--- src/rtl/mpfd_pkg.sv ---
package mpfd_pkg;

   // number of pointer positions per oscillator cycle
   function automatic int unsigned pos_count(input int unsigned nph, input bit mix);
      return mix ? 2 * nph : nph;
   endfunction

   // bits needed to hold a value in [0, n-1], never below one
   function automatic int unsigned idx_bits(input int unsigned n);
      return (n <= 2) ? 1 : $clog2(n);
   endfunction

endpackage

--- src/rtl/mpfd_step_sat.sv ---
module mpfd_step_sat #(
   parameter int unsigned FW  = 5,
   parameter int unsigned POS = 20,
   parameter int unsigned AW  = 5
) (
   input  logic          en_i,
   input  logic [FW-1:0] raw_i,
   output logic [AW-1:0] step_o
);
   localparam int unsigned MAXSTEP = POS - 1;

   always_comb begin
      if (!en_i)
         step_o = '0;
      else if (32'(raw_i) > MAXSTEP)
         step_o = AW'(MAXSTEP);
      else
         step_o = AW'(raw_i);
   end
endmodule

--- src/rtl/mpfd_phase_acc.sv ---
module mpfd_phase_acc #(
   parameter int unsigned POS = 20,
   parameter int unsigned AW  = 5
) (
   input  logic          clk,
   input  logic          rst_n,
   input  logic          adv_i,
   input  logic [AW-1:0] step_i,
   output logic [AW-1:0] acc_o,
   output logic          wrap_o
);
   logic [AW-1:0] acc_q;
   logic [AW:0]   diff;
   logic [AW:0]   wrapped;

   always_comb begin
      diff    = {1'b0, acc_q} - {1'b0, step_i};
      wrapped = diff + (AW+1)'(POS);
      wrap_o  = diff[AW];
   end

   always_ff @(posedge clk) begin
      if (!rst_n)
         acc_q <= '0;
      else if (adv_i)
         acc_q <= wrap_o ? wrapped[AW-1:0] : diff[AW-1:0];
   end

   assign acc_o = acc_q;
endmodule

--- src/rtl/mpfd_int_cnt.sv ---
module mpfd_int_cnt #(
   parameter int unsigned BASE_DIV = 60
) (
   input  logic clk,
   input  logic rst_n,
   input  logic short_i,
   output logic adv_o,
   output logic pulse_o
);
   localparam int unsigned CW = $clog2(BASE_DIV + 1);

   logic [CW-1:0] cnt_q;
   logic          pulse_q;

   assign adv_o = (cnt_q == '0);

   always_ff @(posedge clk) begin
      if (!rst_n) begin
         cnt_q   <= CW'(BASE_DIV - 1);
         pulse_q <= 1'b0;
      end else begin
         pulse_q <= adv_o;
         if (adv_o)
            cnt_q <= CW'(BASE_DIV - 1) - CW'(short_i);
         else
            cnt_q <= cnt_q - 1'b1;
      end
   end

   assign pulse_o = pulse_q;
endmodule

--- src/rtl/mpfd_sel_map.sv ---
module mpfd_sel_map #(
   parameter int unsigned AW  = 5,
   parameter int unsigned SW  = 4,
   parameter bit          MIX = 1'b1
) (
   input  logic          clk,
   input  logic          rst_n,
   input  logic          load_i,
   input  logic [AW-1:0] acc_i,
   output logic [SW-1:0] sel_o,
   output logic          mix_o
);
   logic [SW-1:0] sel_q;
   logic          mix_q;

   generate
      if (MIX) begin : g_mix
         always_ff @(posedge clk) begin
            if (!rst_n) begin
               sel_q <= '0;
               mix_q <= 1'b0;
            end else if (load_i) begin
               sel_q <= SW'(acc_i >> 1);
               mix_q <= acc_i[0];
            end
         end
      end else begin : g_plain
         always_ff @(posedge clk) begin
            if (!rst_n)
               sel_q <= '0;
            else if (load_i)
               sel_q <= SW'(acc_i);
         end
         assign mix_q = 1'b0;
      end
   endgenerate

   assign sel_o = sel_q;
   assign mix_o = mix_q;
endmodule

--- src/rtl/mphase_frac_div.sv ---
module mphase_frac_div #(
   parameter int unsigned NPH      = 10,
   parameter int unsigned BASE_DIV = 60,
   parameter bit          MIX      = 1'b1
) (
   input  logic                        clk,
   input  logic                        rst_n,
   input  logic                        div_en,
   input  logic [$clog2(2*NPH)-1:0]    frac_step,
   output logic [$clog2(NPH)-1:0]      phase_sel,
   output logic                        mix_en,
   output logic                        div_clk
);
   import mpfd_pkg::*;

   localparam int unsigned FW  = $clog2(2*NPH);
   localparam int unsigned SW  = $clog2(NPH);
   localparam int unsigned POS = pos_count(NPH, MIX);
   localparam int unsigned AW  = idx_bits(POS);

   generate
      if (NPH < 2) begin : g_bad_nph
         $error("mphase_frac_div: NPH must be at least 2");
      end
      if (BASE_DIV < 3) begin : g_bad_base
         $error("mphase_frac_div: BASE_DIV must be at least 3");
      end
   endgenerate

   logic [AW-1:0] step;
   logic [AW-1:0] acc;
   logic          wrap;
   logic          adv;
   logic          pulse;

   mpfd_step_sat #(.FW(FW), .POS(POS), .AW(AW)) u_sat (
      .en_i   (div_en),
      .raw_i  (frac_step),
      .step_o (step)
   );

   mpfd_phase_acc #(.POS(POS), .AW(AW)) u_acc (
      .clk    (clk),
      .rst_n  (rst_n),
      .adv_i  (adv),
      .step_i (step),
      .acc_o  (acc),
      .wrap_o (wrap)
   );

   mpfd_int_cnt #(.BASE_DIV(BASE_DIV)) u_cnt (
      .clk     (clk),
      .rst_n   (rst_n),
      .short_i (wrap),
      .adv_o   (adv),
      .pulse_o (pulse)
   );

   mpfd_sel_map #(.AW(AW), .SW(SW), .MIX(MIX)) u_map (
      .clk    (clk),
      .rst_n  (rst_n),
      .load_i (pulse),
      .acc_i  (acc),
      .sel_o  (phase_sel),
      .mix_o  (mix_en)
   );

   assign div_clk = pulse;
endmodule

--- config.mk ---
export PLATFORM = sky130hd
export DESIGN_NAME = mphase_frac_div
export DESIGN_NICKNAME = d
export VERILOG_FILES = /design/src/rtl/mpfd_pkg.sv /design/src/rtl/mpfd_step_sat.sv /design/src/rtl/mpfd_phase_acc.sv /design/src/rtl/mpfd_int_cnt.sv /design/src/rtl/mpfd_sel_map.sv /design/src/rtl/mphase_frac_div.sv
export SDC_FILE = /design/constraint.sdc
export NUM_CORES = 1
export LEC_CHECK = 0
export BUFFER_PORTS_ARGS = -buffer_cell sky130_fd_sc_hd__clkbuf_2
export CAP_MARGIN = 20
export CORE_MARGIN = 4
export CORE_UTILIZATION = 35
export DETAILED_ROUTE_END_ITERATION = 12
export GPL_TIMING_DRIVEN = 0
export PLACE_DENSITY = 0.6
export SLEW_MARGIN = 20
export SYNTH_ARGS = -nofsm -noshare
export SYNTH_HDL_FRONTEND = slang
export SYNTH_SLANG_ARGS = --single-unit
--- constraint.sdc ---
create_clock -name clk -period 2.25 [get_ports clk]
set_input_delay 0.1125 -clock clk [delete_from_list [all_inputs] [get_ports clk]]
set_output_delay 0.1125 -clock clk [all_outputs]
set_load 0.005 [all_outputs]
==> results by group <==
Finish
  – Area growth from synthesis to layout: 15.2%
  – Core Util, Final: 42.9%
  – Layout cells sized above 1: 20.0%
  – Design area: 1070 um^2
  – Nets: 137
  – Antenna cells: 0

GRT
  – Vias in the first global route: 723
  – Largest net degree at the start of global routing: 11
  – Initial antenna violation count: 0
  – First-pass GRT wire length: 3060 um
  – Gr usage total: 11.5%
  – Aggregate global routing overflow: 0

Clock tree
  – Num CTS Buffers: 3
  – Reg clk slew, reported paths: 0.09 ns
  – Clk root buf: clkbuf_4
  – Clk buf depth: 2
  – CTS tree: built
  – Hold-fix buffers, CTS: 0
  – H-tree Lvls: 1
  – CTS Sinks: 17
  – Worst skew pair latency: 0.27 ns

Place
  – Setup WS pre-CTS: -0.129 ns
  – Gpl congestion: 0.783
  – Placed cell areas: 1030 um^2
  – Port Buffer Count: 13
  – Post-DP HPWL: 1420 um

Yosys
  – Fraction of registers with async set/reset: 0%
  – Top-count cell post-synth: dfxtp_1
  – Post-Syn Instances: 103
  – Most area-hungry cell type in the Yosys netlist: dfxtp_1
  – Unique cell type count in the Yosys netlist: 34
  – Synth Register Bits: 17
  – Mapped cell area: 931 um^2
  – Synth top area share: 36.6%
  – Post-synth EDFFs: 0
  – Net count after synthesis: 119
  – Yosys Warn Count: 0
  – Synth Area per Inst: 9.04 um^2
  – Commonest cells post-synth: dfxtp_1, nand2_1, ha_1, nor2b_1
  – Main synth FF type: dfxtp_1
  – Top post-synthesis cells by area: dfxtp_1, ha_1, mux2i_1
  – Seq/Total Area, Yosys: 36.6%

Job
  – Max-cap viol count: 0

Worst setup path
  – Critical Path Source Type: flop
  – Setup Crit Path Kind: reg2reg
  – FF-to-FF Start: u_acc.acc_o[0]$_SDFFE_PN0P_
  – Crit Path Max Fanout: 5
  – Worst setup startpoint: u_acc.acc_o[0]$_SDFFE_PN0P_
  – Required @ worst endpoint: 2.46 ns
  – Worst Path Arrival: 2.31 ns
  – CP Capture Type: flop

Floorplanning
  – Die height: 59.6 um
  – Die area: 3550 um^2
  – Die W: 59.6 um
  – I/O Pins: 14
  – Effective utilization at floorplan: 37.2%
  – # rows: 18
  – Core Footprint: 2500 um^2

Run status
  – Run status: finished, final reports clean

Timing
  – RSZ-0062 raised after global routing: no
  – Slew Viols, Final: 0
  – Hold_ws: 0.0769 ns
  – Final-report hold violation count: 0
  – Fmax achieved: 0.478 GHz
  – Clk_skew: 0.00166 ns
  – Relative slew slack: 71.2%
  – Crit share post-route: 93.0%
  – Final setup margin: 0.157 ns
  – Minimum clock period: 2.09 ns
  – Worst-margin pin slew: 0.430 ns
  – Setup Viol. Count Final: 0

Worst hold path
  – Hold Crit Class: in2reg
  – Hold Crit Start: rst_n

Detailed routing
  – Vias: 746
  – Final ANT Viol Nets: 0
  – First-pass detailed-route iteration total: 4
  – Vias/cell: 4.97
  – Initial DRC count: 7
  – Drt wl/cell: 11.4 um
  – DRT Wirelength: 1700 um
  – # DRC: 0

Power and ir drop
  – Tot Pwr: 547 uW
  – Leakage: 0.441 nW
  – PD cells: 510 nW/um^2
  – Max IR drop VDD: 0.000291 V
-- metrics by stage --
stage / setup TNS (ns) / std cells
floorplan: 0 / 103
global placement: -0.191 / 146
detailed placement: -0.250 / 146
CTS: 0 / 150
global route: 0 / 150
finish: 0 / 150
-- flip-flops by register name (all words and copies together) (netlist names) --
name and cells:
u_cnt.pulse_o 1, u_acc.acc_o 5, u_map.mix_o 1, u_map.sel_o 4, u_cnt.cnt_q 6
-- repair_timing --
action	CTS	global route
setup buffers	0	0
endpoints found under the setup margin	0	3
resized for setup	0	3
-- cells in the final DEF, fill, tap and decap left out, types with 2 or more instances in the layout --
master	n
inv_1	6
clkbuf_4	3
clkbuf_1	2
a21oi_1	3
ha_1	7
nand2_1	13
xnor2_1	3
nor2b_1	7
clkbuf_2	13
o21a_1	2
a211oi_1	2
mux2i_1	5
nor3_1	2
o21ai_1	2
xor2_1	2
nand2b_1	2
dfxtp_1	17
o21ai_0	6
nor2_1	4
-- metal layers --
| layer | track usage, % | wire [um] |
|---|---|---|
| met1 | 14.2 | 851 |
| met2 | 18.1 | 788 |
| met3 | 1.96 | 63 |
| met4 | 7.59 | 0 |
| met5 | 0 | 0 |
-- critical path, stage by stage, from the launching register on --
cell and delay [ns]:
dfxtp_1 0.37, inv_1 0.06, ha_1 0.21, fa_2 0.38, xnor2_2 0.19, ha_1 0.22, nor2_2 0.12, nand2_1 0.06
o311a_1 0.29, o21ai_1 0.12
-- path summary, 6_finish.rpt --
check | depth (start not counted) | slack, ns | endpoint
worst min register to register | 2 | 0.48 | u_acc.acc_o[4]$_SDFFE_PN0P_
worst min-delay path | 2 | 0.08 | u_cnt.cnt_q[4]$_SDFF_PP1_
worst max-delay path | 9 | 0.16 | u_acc.acc_o[4]$_SDFFE_PN0P_
worst max register to register | 9 | 0.16 | u_acc.acc_o[4]$_SDFFE_PN0P_
-- cells by family after synthesis --
family,count (synthesis),share of synthesized area [%]
and+or+nand+nor,38,22.4
AOI/OAI and AO/OA,22,15.6
DFF,17,36.6
xor gates and xnor gates,6,5.65
muxes,5,5.38
buffers and inverters,7,2.82
adders and majority gates,8,11.6
-- layout make-up --
type	instances	area, um^2
Sequential cell	17	340
Tap cell	30	37.5
Clock buffer	4	26.3
Buffer	1	3.75
Multi-Input combinational cell	79	577
Fill cell	255	1430
Inverter	6	22.5
Timing Repair Buffer	13	65.1
-- power breakdown --
part           switching (mW)  internal [mW]
clock                  0.0822         0.0686
combinational          0.0437         0.0404
sequential            0.00559          0.306
total                   0.131          0.415
(Power assumes the default switching activity.)
